===== config.mk =====
export PLATFORM = sky130hd
export DESIGN_NAME = prescaled_match_timer
export DESIGN_NICKNAME = d
export VERILOG_FILES = /design/src/rtl/pmt_pkg.sv /design/src/rtl/pmt_count_core.sv /design/src/rtl/pmt_match_chan.sv /design/src/rtl/pmt_flag_bank.sv /design/src/rtl/prescaled_match_timer.sv
export SDC_FILE = /design/constraint.sdc
export NUM_CORES = 1
export LEC_CHECK = 0
export BUFFER_PORTS_ARGS = -buffer_cell sky130_fd_sc_hd__buf_4
export CAP_MARGIN = 40
export CORE_MARGIN = 2
export CORE_UTILIZATION = 43
export DETAILED_ROUTE_END_ITERATION = 12
export GPL_TIMING_DRIVEN = 0
export MAX_ROUTING_LAYER = met4
export PLACE_DENSITY_LB_ADDON = 0.1
export SYNTH_ARGS = -nofsm -noshare
export SYNTH_HDL_FRONTEND = slang
export SYNTH_SLANG_ARGS = --single-unit

===== constraint.sdc =====
create_clock -name clk -period 3.91 [get_ports clk]
set_clock_uncertainty 0.2 [all_clocks]
set_input_delay 0.782 -clock clk [delete_from_list [all_inputs] [get_ports clk]]
set_output_delay 0.782 -clock clk [all_outputs]
set_load 0.005 [all_outputs]

===== src/rtl/pmt_pkg.sv =====
package pmt_pkg;

   localparam int unsigned ADDR_W     = 4;
   localparam int unsigned MAX_CH     = 4;
   localparam int unsigned RELOAD_LSB = 24;

   localparam logic [ADDR_W-1:0] A_CTRL     = 4'h0;
   localparam logic [ADDR_W-1:0] A_LIMIT    = 4'h1;
   localparam logic [ADDR_W-1:0] A_PRESCALE = 4'h2;
   localparam logic [ADDR_W-1:0] A_COUNT    = 4'h3;
   localparam logic [ADDR_W-1:0] A_ACTIONS  = 4'h4;
   localparam logic [ADDR_W-1:0] A_FLAGS    = 4'h5;
   localparam logic [ADDR_W-1:0] A_COMPARE  = 4'h8;
   localparam logic [ADDR_W-1:0] A_SHADOW   = 4'hC;

   // per-channel action triple, LSB first as laid out in ACTIONS
   typedef struct packed {
      logic stop;
      logic clear;
      logic irq;
   } chan_act_t;

   function automatic logic [63:0] act_mask(input int unsigned nch);
      logic [63:0] m = '0;
      for (int unsigned n = 0; n < nch; n++) begin
         m[3*n +: 3]        = 3'b111;
         m[RELOAD_LSB + n]  = 1'b1;
      end
      return m;
   endfunction

endpackage


===== src/rtl/pmt_count_core.sv =====
module pmt_count_core #(
   parameter int unsigned W = 32
) (
   input  logic         clk,
   input  logic         rst_n,
   input  logic         run,
   input  logic         hold_clr,
   input  logic [W-1:0] psc_lim,
   input  logic         psc_wr,
   input  logic         count_wr,
   input  logic [W-1:0] wr_data,
   input  logic         clr_hit,
   input  logic         stop_hit,
   output logic         tick,
   output logic [W-1:0] psc_cnt,
   output logic [W-1:0] count
);

   logic         step;
   logic [W-1:0] psc_q, count_q;

   assign step    = run & ~hold_clr;
   assign tick    = step & (psc_q == psc_lim);
   assign psc_cnt = psc_q;
   assign count   = count_q;

   always_ff @(posedge clk or negedge rst_n) begin
      if (!rst_n) begin
         psc_q   <= '0;
         count_q <= '0;
      end else begin
         if (hold_clr)      psc_q <= '0;
         else if (psc_wr)   psc_q <= wr_data;
         else if (tick)     psc_q <= '0;
         else if (step)     psc_q <= psc_q + 1'b1;

         if (hold_clr)      count_q <= '0;
         else if (count_wr) count_q <= wr_data;
         else if (clr_hit)  count_q <= '0;
         else if (tick && !stop_hit) count_q <= count_q + 1'b1;
      end
   end

   assert_hold_clear_R3: assert property (@(posedge clk) disable iff (!rst_n)
      hold_clr |=> (count_q == '0 && psc_q == '0));

   assert_frozen_R2: assert property (@(posedge clk) disable iff (!rst_n)
      (!run && !hold_clr && !psc_wr && !count_wr) |=> ($stable(count_q) && $stable(psc_q)));

   assert_step_only_on_wrap_R1: assert property (@(posedge clk) disable iff (!rst_n)
      (!tick && !hold_clr && !count_wr) |=> $stable(count_q));

endmodule


===== src/rtl/pmt_match_chan.sv =====
module pmt_match_chan
   import pmt_pkg::*;
#(
   parameter int unsigned W = 32
) (
   input  logic         clk,
   input  logic         rst_n,
   input  logic         tick,
   input  logic [W-1:0] count,
   input  chan_act_t    act,
   input  logic         reload_en,
   input  logic         reload_evt,
   input  logic         cmp_wr,
   input  logic         shd_wr,
   input  logic [W-1:0] wr_data,
   output logic         hit_irq,
   output logic         hit_clr,
   output logic         hit_stop,
   output logic [W-1:0] cmp_val,
   output logic [W-1:0] shd_val
);

   logic [W-1:0] cmp_q, shd_q;
   logic         hit;

   assign hit      = tick & (count == cmp_q);
   assign hit_irq  = hit & act.irq;
   assign hit_clr  = hit & act.clear;
   assign hit_stop = hit & act.stop;
   assign cmp_val  = cmp_q;
   assign shd_val  = shd_q;

   always_ff @(posedge clk or negedge rst_n) begin
      if (!rst_n) begin
         cmp_q <= '0;
         shd_q <= '0;
      end else begin
         if (shd_wr) shd_q <= wr_data;
         if (cmp_wr)                       cmp_q <= wr_data;
         else if (reload_evt && reload_en) cmp_q <= shd_q;
      end
   end

   assert_reload_R7: assert property (@(posedge clk) disable iff (!rst_n)
      (reload_evt && reload_en && !cmp_wr) |=> (cmp_q == $past(shd_q)));

   assert_no_stray_reload_R7: assert property (@(posedge clk) disable iff (!rst_n)
      (!reload_evt && !cmp_wr) |=> $stable(cmp_q));

endmodule


===== src/rtl/pmt_flag_bank.sv =====
module pmt_flag_bank #(
   parameter int unsigned N = 4
) (
   input  logic         clk,
   input  logic         rst_n,
   input  logic [N-1:0] set,
   input  logic [N-1:0] clr,
   output logic [N-1:0] flags,
   output logic         irq
);

   logic [N-1:0] flags_q;

   always_ff @(posedge clk or negedge rst_n) begin
      if (!rst_n) flags_q <= '0;
      else        flags_q <= (flags_q & ~clr) | set;
   end

   assign flags = flags_q;
   assign irq   = |flags_q;

   assert_flag_set_R8: assert property (@(posedge clk) disable iff (!rst_n)
      (|set) |=> ((flags_q & $past(set)) == $past(set)));

   assert_w1c_R8: assert property (@(posedge clk) disable iff (!rst_n)
      (|(clr & ~set)) |=> ((flags_q & $past(clr & ~set)) == '0));

endmodule


===== src/rtl/prescaled_match_timer.sv =====
module prescaled_match_timer
   import pmt_pkg::*;
#(
   parameter int unsigned W      = 32,
   parameter int unsigned NUM_CH = 4
) (
   input  logic              clk,
   input  logic              rst_n,
   input  logic              wr_en,
   input  logic [ADDR_W-1:0] wr_addr,
   input  logic [W-1:0]      wr_data,
   input  logic [ADDR_W-1:0] rd_addr,
   output logic [W-1:0]      rd_data,
   output logic              irq
);

   localparam logic [W-1:0] ACT_MASK = W'(act_mask(NUM_CH));

   if (W < 28 || W > 64) begin : g_bad_width
      $error("prescaled_match_timer: W must lie in 28..64");
   end
   if (NUM_CH < 1 || NUM_CH > MAX_CH) begin : g_bad_chans
      $error("prescaled_match_timer: NUM_CH must lie in 1..4");
   end

   logic              run_q, hold_q;
   logic [W-1:0]      lim_q, act_q;
   logic              ctrl_wr, lim_wr, psc_wr, count_wr, act_wr, flags_wr;
   logic              tick, reload_evt;
   logic [W-1:0]      psc_cnt, count;
   logic [NUM_CH-1:0] h_irq, h_clr, h_stop, flags, clr_vec;
   logic [W-1:0]      cmp_vals [NUM_CH];
   logic [W-1:0]      shd_vals [NUM_CH];

   assign ctrl_wr  = wr_en && (wr_addr == A_CTRL);
   assign lim_wr   = wr_en && (wr_addr == A_LIMIT);
   assign psc_wr   = wr_en && (wr_addr == A_PRESCALE);
   assign count_wr = wr_en && (wr_addr == A_COUNT);
   assign act_wr   = wr_en && (wr_addr == A_ACTIONS);
   assign flags_wr = wr_en && (wr_addr == A_FLAGS);
   assign clr_vec  = flags_wr ? wr_data[NUM_CH-1:0] : '0;

   // zero return by hold-clear, or by a match clear that software did not override
   assign reload_evt = hold_q | ((|h_clr) & ~count_wr);

   always_ff @(posedge clk or negedge rst_n) begin
      if (!rst_n) begin
         run_q  <= 1'b0;
         hold_q <= 1'b0;
         lim_q  <= '0;
         act_q  <= '0;
      end else begin
         if (ctrl_wr) begin
            run_q  <= wr_data[0];
            hold_q <= wr_data[1];
         end else if (|h_stop) begin
            run_q  <= 1'b0;
         end
         if (lim_wr) lim_q <= wr_data;
         if (act_wr) act_q <= wr_data & ACT_MASK;
      end
   end

   pmt_count_core #(.W(W)) i_core (
      .clk      (clk),
      .rst_n    (rst_n),
      .run      (run_q),
      .hold_clr (hold_q),
      .psc_lim  (lim_q),
      .psc_wr   (psc_wr),
      .count_wr (count_wr),
      .wr_data  (wr_data),
      .clr_hit  (|h_clr),
      .stop_hit (|h_stop),
      .tick     (tick),
      .psc_cnt  (psc_cnt),
      .count    (count)
   );

   for (genvar n = 0; n < NUM_CH; n++) begin : g_chan
      localparam logic [ADDR_W-1:0] CMP_ADDR = A_COMPARE + 4'(n);
      localparam logic [ADDR_W-1:0] SHD_ADDR = A_SHADOW + 4'(n);
      chan_act_t act;
      assign act = act_q[3*n +: 3];

      pmt_match_chan #(.W(W)) i_chan (
         .clk        (clk),
         .rst_n      (rst_n),
         .tick       (tick),
         .count      (count),
         .act        (act),
         .reload_en  (act_q[RELOAD_LSB + n]),
         .reload_evt (reload_evt),
         .cmp_wr     (wr_en && (wr_addr == CMP_ADDR)),
         .shd_wr     (wr_en && (wr_addr == SHD_ADDR)),
         .wr_data    (wr_data),
         .hit_irq    (h_irq[n]),
         .hit_clr    (h_clr[n]),
         .hit_stop   (h_stop[n]),
         .cmp_val    (cmp_vals[n]),
         .shd_val    (shd_vals[n])
      );
   end

   pmt_flag_bank #(.N(NUM_CH)) i_flags (
      .clk   (clk),
      .rst_n (rst_n),
      .set   (h_irq),
      .clr   (clr_vec),
      .flags (flags),
      .irq   (irq)
   );

   always_comb begin
      rd_data = '0;
      case (rd_addr)
         A_CTRL:     rd_data = W'({hold_q, run_q});
         A_LIMIT:    rd_data = lim_q;
         A_PRESCALE: rd_data = psc_cnt;
         A_COUNT:    rd_data = count;
         A_ACTIONS:  rd_data = act_q;
         A_FLAGS:    rd_data = W'(flags);
         default:    rd_data = '0;
      endcase
      for (int n = 0; n < NUM_CH; n++) begin
         if (rd_addr == A_COMPARE + 4'(n)) rd_data = cmp_vals[n];
         if (rd_addr == A_SHADOW + 4'(n))  rd_data = shd_vals[n];
      end
   end

   assert_stop_drops_run_R6: assert property (@(posedge clk) disable iff (!rst_n)
      ((|h_stop) && !ctrl_wr) |=> !run_q);

   assert_sw_count_wins_R10: assert property (@(posedge clk) disable iff (!rst_n)
      (count_wr && !hold_q) |=> (count == $past(wr_data)));

   assert_irq_tracks_flags_R9: assert property (@(posedge clk) disable iff (!rst_n)
      (flags == '0) |-> !irq);

endmodule


## Yosys cells after proc, flatten, opt, wreduce, memory -nomap -nowiden

Cells that the tools add are included.

| storage, ports and cells | value |
|---|---|
| input port bits | 43 |
| memories kept | 0 |
| logic and storage cells | 133 |
| bits in latches | 0 |
| ROM bits | 0 |
| output and inout port bits | 33 |
| register bits | 374 |
| bits in writable memories | 0 |

| operators by class | value |
|---|---|
| div/mod/pow operators | 0 |
| magnitude comparators | 0 |
| bitwise gates (word level) | 25 |
| mux-type cells | 28 |
| shift-type cells | 0 |
| reductions and logical operators | 32 |
| equal/unequal tests | 31 |
| add/sub/neg operators | 2 |
| multiply operators | 0 |

Operator list:

| cell | count |
|---|---|
| $mux 32 | 24 |
| $pmux 32 s6 | 1 |
| $eq 32x32->1 | 5 |
| $add 32x1->32 const B | 2 |
| $eq 4x4->1 const B | 16 |
| $and 1x1->1 | 19 |
| $logic_and 1x1->1 | 19 |
| $eq 4x2->1 const B | 4 |
| $eq 4x3->1 const B | 4 |
| $reduce_or 4->1 | 3 |
| $reduce_bool 2->1 | 5 |
| $eq 4x1->1 const B | 2 |
| $logic_not 4->1 | 2 |
| $reduce_bool 4->1 | 2 |
| $and 4x4->4 | 1 |
| $mux 4 | 1 |
| $not 4->4 | 1 |
| $or 4x4->4 | 1 |
| $mux 1 | 2 |
| $not 1->1 | 2 |
| $logic_not 1->1 | 1 |
| $or 1x1->1 | 1 |

## Logic depth before layout (Yosys ltp)

Gate-level depths: netlist (run 1).

| logic depth | value |
|---|---|
| word-level depth | 12 |
| gate-level depth with buffers | 12 |
| gate-level depth less buffers | 9 |

## By module

A second synthesis (run 1) with hierarchy kept.

| second synthesis, totals | value |
|---|---|
| cell total of the unflattened synthesis | 2,428 |
| area, all modules | 22,845.7 sq um |

Modules (own cells, without submodules):

| module | cells an instance | seq. area each (sq um) | times used | area an instance (sq um) |
|---|---|---|---|---|
| pmt_match_chan | 260 | 1,601.5 | 4 | 3,027.9 |
| prescaled_match_timer | 744 | 1,251.2 | 1 | 5,624.1 |
| pmt_count_core | 631 | 1,601.5 | 1 | 4,956.0 |
| pmt_flag_bank | 13 | 100.1 | 1 | 153.9 |

## Worst setup path after synthesis (run 1)

Ideal clock, no wire load.

| timing path | value |
|---|---|
| kind | input -> output |
| start point | in rd_addr[0] |
| end point | out rd_data[22] |
| required time | 2.928 ns |
| data arrival time | 2.592 ns |
| buffers on the path | 3 |
| path slack | 0.336 ns |
| stages | 11 |
| cell sequence | clkbuf_1 -> nand2_1 -> nor3_1 -> clkbuf_1 -> clkbuf_1 -> a22oi_1 -> a31oi_1 -> a21oi_1 -> nand3_1 -> o21ai_0 -> nand2_1 |

| on the way | value |
|---|---|
| longest elaborated chain between the ends | 10 |
| elaborated cells between the ends (all ways) | 23 |
| classes of those cells | 13 x eq/ne; 9 x mux; 1 x reduce/logical |

RTL lines:

| element | RTL line | text |
|---|---|---|
| start, declared | prescaled_match_timer.sv:12 | `input logic [ADDR_W-1:0] rd_addr,` |
| $eq 4x3->1 (tied with other cells) | prescaled_match_timer.sv:116 | `case (rd_addr)` |
| $pmux 32 s6 | prescaled_match_timer.sv:116 |  |
| $mux 32 | prescaled_match_timer.sv:126 | `if (rd_addr == A_COMPARE + 4'(n)) rd_data = cmp_vals[n];` |
| $mux 32 | prescaled_match_timer.sv:127 | `if (rd_addr == A_SHADOW + 4'(n)) rd_data = shd_vals[n];` |
| $mux 32 | prescaled_match_timer.sv:126 |  |
| $mux 32 | prescaled_match_timer.sv:127 |  |
| $mux 32 | prescaled_match_timer.sv:126 |  |
| $mux 32 | prescaled_match_timer.sv:127 |  |
| $mux 32 | prescaled_match_timer.sv:126 |  |
| $mux 32 (*) | prescaled_match_timer.sv:127 |  |
| end, declared | prescaled_match_timer.sv:13 | `output logic [W-1:0] rd_data,` |

Every way passes the cells marked *; elsewhere a longest branch is shown, timed or not.

## Final worst setup path (run 1)

| timing path | value |
|---|---|
| start point | in rd_addr[3] |
| end point | out rd_data[19] |

Same word-level chain as after synthesis.

==> summary.md, run 1 <==
| Metric | Value |
|---|---|
| CTS root buffer | `clkbuf_16` |
| Clk sinks | `374` |
| Worst-skew pair later-pin latency | `0.60 ns` |
| Post-route DRC | `0` |
| Outcome | `finished with violations` |
| Port Buffer Count | `73` |
| Register area share after synthesis | `43.6%` |
| Vias in the first global route | `18600` |
| Std-Cell Rows | `81` |
| Final WL | `96700 um` |
| Synth-to-Final Area Change | `19.4%` |
| EDFF count, synth | `0` |
| FMAX | `0.253 GHz` |
| First DRT Iteration DRCs | `2089` |
| CP max-delay cell | `or3_4` |
| Main synth FF type | `dfrtp_1` |
| Pwr dens | `601 nW/um^2` |
| WL per Instance | `31.3 um` |
| Final Instance Count excl. Fillers | `3089` |
| Compound-gate portion of the synthesized area | `16.0%` |
| Pin count of the biggest net entering global routing | `115` |
| Hold path cells | `2` |
| Die area | `51800 um^2` |
| Vias after detailed routing | `19500` |
| Crit end category | `primary output` |
| Hold path start | `i_flags.flags[0]$_DFF_PN0_` |
| Placed Cells | `2988` |
| TritonCTS buffer count | `45` |
| Most common cell after layout, fill and taps aside | `dfrtp_1` |
| TNS Setup | `-0.0769 ns` |
| Simple-Gate Fraction of Synth Area | `13.4%` |
| Post-route ant nets | `0` |
| Worst-Margin Slew | `0.972 ns` |
| R2R cell count | `11` |
| CP max stage delay | `0.44 ns` |
| Pleak | `0.0110 uW` |
| Area of the mapped netlist | `21500 um^2` |
| Post-synthesis mux area share | `15.5%` |
| Synth Warn # | `0` |
| Yosys cell types | `66` |
| Cells after Synth | `2236` |
| Clk pin slew, worst setup/hold paths | `0.06 ns` |
| Asr flop ratio synth | `100%` |
| Gr ovfl total | `0` |
| CP max FO | `10` |
| Die X | `228 um` |
| R2R Setup Slk | `0 ns` |
| Max_cap viols | `0` |
| Number of H-tree levels | `2` |
| Core Region | `49200 um^2` |
| Starting density of the core | `43.7%` |
| Post-layout nets | `2431` |
| Total Routing Usage GR | `38.8%` |
| Top cell type's share of synthesized area | `43.6%` |
| Setup crit start kind | `input pin` |
| Final Critical Period | `3.96 ns` |
| Final Slew Violations | `0` |
| Hold Fails Final Rpt | `0` |
| Reg2reg start | `i_core.count[2]$_DFFE_PN0P_` |
| Mapped Nets | `2281` |
| Worst vdd ir | `0.408 mV` |
| Fill count | `4555` |
| RSZ-0062 raised after global routing | `true` |
| Ranking of synthesized cells by area | `dfrtp_1, mux2_2, mux2i_1` |
| CP Data Required Time | `2.93 ns` |
| Share of cells above drive strength 1 | `23.0%` |
| First-pass GRT wire length | `137000 um` |
| Synth area leader | `dfrtp_1` |
| Hold Path Class | `reg -> reg` |
| Mapped Avg Cell Area | `9.61 um^2` |
| RR Endpoint | `g_chan[3].i_chan.cmp_val[6]$_DFFE_PN0P_` |
| Drt pass-1 iters | `8` |
| Antenna violations before repair | `2` |
| Hold Path Sink | `i_flags.flags[0]$_DFF_PN0_` |
| Largest family of logic cells by synthesized area | `compound AO/OA/AOI/OAI gates` |
| Setup CP Type | `in -> out` |
| Endpoints failing setup | `5` |
| Fin worst setup slack | `-0.0462 ns` |
| Post-layout util | `52.2%` |
| Failing checks | `negative setup slack` |
| Clock buffer depth | `3` |
| Critical path data arrival time | `2.97 ns` |
| Drt via density | `6.31` |
| Xor-xnor portion of the synthesized cell area | `6.81%` |
| DP HPWL | `73600 um` |
| Die height | `228 um` |
| Final Cycle Share | `101%` |
| IO Count | `76` |
| Synth Area in Adders | `0.116%` |
| CTS tree | `yes` |
| RD Place Congestion | `1.00` |
| Power consumption | `15400 uW` |
| FF+latch count, synth | `374` |
| Crit path cell chain | `buf_4 -> nand2_2 -> or3_4 -> clkbuf_8 -> nor2_1 -> a31oi_4 -> a211oi_2 -> o21ai_0 -> o21ai_0 -> a31oi_1 -> buf_4` |
| Dpl ws | `-1.39 ns` |
| Commonest cells after routing, fill and taps aside | `dfrtp_1, nor2_1, a21oi_1` |
| Slew headroom | `35.1%` |
==> Yosys cell counts (all sizes together), types with 4 or more instances <==
library cell,count
mux2i,131
a22o,5
xor2,65
buf,66
a21oi,206
a222oi,19
a22oi,64
and2,7
o31ai,6
and3,11
or2,10
a32oi,5
xnor2,102
clkbuf,145
o21ai,96
a31oi,53
nor3,54
nand4,50
nand2b,9
or4,4
o32ai,20
nand2,106
a311oi,5
and4,8
inv,12
or3,6
mux2,177
nor4,32
nor3b,9
dfrtp,374
nand3,43
nor2b,4
o22ai,13
a211oi,32
nor2,252
==> routing by layer <==
metal	GRT usage, %	share of wire [%]	vias to the layer above
met1	49.8	41	9894
met4	19.5	5.9	0
met2	59.5	46	904
met5	-	0	-
li1	-	-	8471
met3	6.12	7.0	220
==> how the worst max path moves through the flow <==
stage | to | slack [ns] | from | cells after the start
final | rd_data[19] | -0.05 | rd_addr[3] | 11
after detailed placement | rd_data[27] | -1.39 | rd_addr[0] | 11
after floorplan | rd_data[22] | 0.34 | rd_addr[0] | 11
after global routing | rd_data[23] | -0.10 | rd_addr[3] | 10
after global placement | g_chan[3].i_chan.shd_val[16]$_DFFE_PN0P_ | -2.05 | rst_n | 1
after CTS | rd_data[23] | -0.04 | rd_addr[1] | 13
==> kinds of logic after synthesis <==
logic type,Yosys count
AOI/OAI and AO/OA,548
xor gates and xnor gates,167
adders and majority gates,2
buffers and inverters,223
DFF,374
muxes,309
and+or+nand+nor,613
==> stage by stage <==
stage	hold slack (ns)	cell area [um^2]
2_1_floorplan	0.248	21500
3_5_place_dp	0.285	23000
3_3_place_gp	0.280	22900
4_1_cts	0.289	25300
5_1_grt	0.304	25600
6_report	0.300	25600
==> critical path: cells and delay by family <==
family | cells | cell delay (ns)
AO/OA/AOI/OAI | 5 | 0.83
AND/OR/NAND/NOR | 3 | 0.77
buffers and inverters | 3 | 0.59
==> state kept, by name (all words and copies together) (netlist names) <==
name and count:
g_chan.i_chan.shd_val 128, act_q 16, lim_q 32, g_chan.i_chan.cmp_val 128
i_flags.flags 4, run_q 1, i_core.count 32, hold_q 1
i_core.psc_cnt 32
==> what timing repair did <==
| action | 4_1_cts | 5_1_grt |
|---|---|---|
| endpoints found under the hold margin | 39 | 0 |
| hold buffers | 1 | 0 |
| buffers inserted | 9 | 5 |
| pin swaps | 27 | 28 |
| endpoints found under the setup margin | 175 | 149 |
| cloned | 1 | 0 |
| resized for setup | 152 | 75 |
==> area by class of cell <==
class / count / area, um^2 / share of cell area, %
well taps: 664 / 831 / 3.24
inverters: 12 / 45.0 / 0.176
multi-input cells: 1639 / 11800 / 46.0
plain buffers: 210 / 1140 / 4.46
clock buffers: 66 / 1370 / 5.33
repair buffers: 104 / 850 / 3.31
flip-flops and latches: 374 / 9360 / 36.5
diodes: 4 / 10.0 / 0.0390
clock inverters: 16 / 239 / 0.932
==> where the power goes <==
part	internal, uW	total, uW	switching [uW]
clock	2810	4620	1810
combinational	1980	4460	2480
sequential	5040	6330	1300
total	9830	15400	5580
Note: power is estimated with default switching activity, not from simulation.
==> run 2, diff against run 1 <==
Settings changed: ABC_AREA from default to 1.
==> summary.md, run 2 <==
| Metric | Value |
|---|---|
| Outcome | `finished with violations` |
| Failing checks | `negative hold slack` |
| Setup crit start kind | `input pin` |
| Synth cell count leaders | `nand2_1, o21ai_0, dfrtp_1` |
| CP Data Required Time | `2.93 ns` |
| Post-route ant nets | `0` |
| Asr flop ratio synth | `100%` |
| Most common cell after layout, fill and taps aside | `nand2_1` |
| Endpoints failing setup | `0` |
| Fill count | `5327` |
| Ranking of synthesized cells by area | `dfrtp_1, nand2_1, o21ai_0` |
| Final Slew Violations | `0` |
| First-pass GRT wire length | `152000 um` |
| Register area share after synthesis | `40.7%` |
| Synth-to-Final Area Change | `15.3%` |
| Drt via density | `5.80` |
| Mapped Nets | `3297` |
| Synth Warn # | `0` |
| Post-route DRC | `0` |
| Most frequent cell after synthesis | `nand2_1` |
| Slew headroom | `34.6%` |
| Clk sinks | `374` |
| FF/Latch Area | `9360 um^2` |
| Core Region | `52800 um^2` |
| EDFF count, synth | `0` |
| Antenna violations before repair | `5` |
| WL per Instance | `25.4 um` |
| Setup CP Type | `in -> out` |
| Final WL | `105000 um` |
| Area of the mapped netlist | `23000 um^2` |
| Hold Fails Final Rpt | `19` |
| Clk pin slew, worst setup/hold paths | `0.06 ns` |
| Yosys cell types | `44` |
| CTS tree | `yes` |
| TritonCTS buffer count | `47` |
| Post-layout nets | `3439` |
| Vias after detailed routing | `23900` |
| Vias in the first global route | `22700` |
| Final Cycle Share | `99.4%` |
| Worst-skew pair later-pin latency | `0.62 ns` |
| Critical path data arrival time | `2.91 ns` |
| CP max FO | `10` |
| Multi-input logic area | `12100 um^2` |
| Final Hold Slack | `-0.0249 ns` |
| FF+latch count, synth | `374` |
| Pin count of the biggest net entering global routing | `101` |
| Cells after Synth | `3252` |
| Post-layout util | `50.3%` |
| Die height | `235 um` |
| Total Routing Usage GR | `38.5%` |
| Hold Path Class | `in -> async` |
| Final Critical Period | `3.89 ns` |
| Starting density of the core | `43.6%` |
| FMAX | `0.257 GHz` |
| Port Buffer Count | `75` |
| Placed Cells | `4027` |
| Max_cap viols | `0` |
| Drt pass-1 iters | `6` |
| DP HPWL | `84100 um` |
| Worst-Margin Slew | `0.974 ns` |
| Pwr dens | `650 nW/um^2` |
| IO Count | `76` |
| Main synth FF type | `dfrtp_1` |
| Std-Cell Rows | `84` |
| First DRT Iteration DRCs | `2796` |
| Top cell type's share of synthesized area | `40.7%` |
| Gr ovfl total | `0` |
| Commonest cells after routing, fill and taps aside | `nand2_1, o21ai_0, dfrtp_1` |
| RD Place Congestion | `1.01` |
| Crit end category | `primary output` |
| CTS root buffer | `clkbuf_16` |
| Number of H-tree levels | `2` |
| Share of cells above drive strength 1 | `9.68%` |
| Worst vdd ir | `0.361 mV` |
| Final Instance Count excl. Fillers | `4117` |
| Die X | `235 um` |
| Pleak | `0.0127 uW` |
| Synth area leader | `dfrtp_1` |
| Clock buffer depth | `3` |
| Die area | `55400 um^2` |
| TNS Setup | `0 ns` |
| Mapped Avg Cell Area | `7.07 um^2` |
[run 2: cell types whose count changed after synthesis, moves of 131 or more]
cell and change:
o21ai_0 +327, nand2_1 +956, mux2i_1 -131, inv_1 +193
nand3_1 +208, mux2_2 -177
[run 2: path summary, 6_finish.rpt]
check	end	slack [ns]	from	cells past startpoint
hold / removal	lim_q[4]$_DFFE_PN0P_	-0.02	rst_n	1
max in group asynchronous	g_chan[3].i_chan.cmp_val[26]$_DFFE_PN0P_	1.59	rst_n	4
min in group clk	g_chan[3].i_chan.shd_val[3]$_DFFE_PN0P_	0.22	wr_data[3]	3
setup reg to reg	i_core.count[19]$_DFFE_PN0P_	0.14	hold_q$_DFFE_PN0P_	14
setup / recovery	rd_data[24]	0.02	rd_addr[1]	10
hold reg to reg	act_q[5]$_DFFE_PN0P_	0.29	act_q[5]$_DFFE_PN0P_	2
[run 2: where the power goes]
part / switching [uW] / total [uW] / internal, uW / leakage (uW)
registers: 1400 / 6550 / 5160 / 0.00479
clock network: 1880 / 4420 / 2540 / 0.000736
logic: 3920 / 6260 / 2340 / 0.00715
total: 7200 / 17200 / 10000 / 0.0127
[run 2: timing repair]
item,4_1_cts,5_1_grt
gates resized for setup,59,44
setup buffers,4,4
setup endpoints to repair,32,27
endpoints found under the hold margin,0,0
hold buffers,0,0
pin swaps,3,3
[run 2: logic make-up (layout without fill, tap and decap cells)]
group / count (synthesis) / in the layout / share of synthesized area (%)
simple gates: 1643 / 1643 / 29.9
compound gates: 656 / 656 / 15.4
other cells: 0 / 1 / 0
flops: 374 / 374 / 40.7
fa+ha+maj: 2 / 2 / 0.109
buf+inv: 418 / 594 / 7.86
xor+xnor: 159 / 159 / 6.05
[run 2: worst max-delay path: stages]
cell       delay, ns
buf_4           0.15
nor2_2          0.30
inv_1           0.08
nor2_1          0.19
clkbuf_2        0.38
nand2_1         0.12
o2111ai_1       0.20
o22ai_1         0.18
a41oi_1         0.33
buf_4           0.18
[run 2: area by class of cell]
| type | count | area share (%) |
|---|---|---|
| multi-input combinational | 2460 | 45.7 |
| sequential | 374 | 35.3 |
| clock buffer | 74 | 5.31 |
| buffer | 199 | 3.91 |
| tap | 688 | 3.25 |
| inverter | 217 | 3.13 |
| timing repair buffer | 95 | 2.97 |
| clock inverter | 9 | 0.444 |
| antenna | 1 | 0.00944 |
[run 2: metrics by stage]
step / total power [uW] / worst slack (ns) / hold WS, ns / cell area (um^2)
3_5_place_dp: 12600 / -0.618 / 0.274 / 24600
2_1_floorplan: 10400 / 0.816 / 0.253 / 23000
3_3_place_gp: 12500 / -2.06 / 0.270 / 24400
5_1_grt: 18300 / -0.00482 / 0.0439 / 26500
6_report: 17200 / 0.0223 / -0.0249 / 26500
4_1_cts: 17100 / -0.00411 / 0.00759 / 26300
[run 2: routing by layer]
metal / vias up / share of wire [%] / track usage (%)
met1: 11500 / 41 / 49.2
li1: 11000 / - / -
met2: 1160 / 46 / 61.6
met5: - / 0 / -
met4: 0 / 4.9 / 16.8
met3: 230 / 7.7 / 5.01
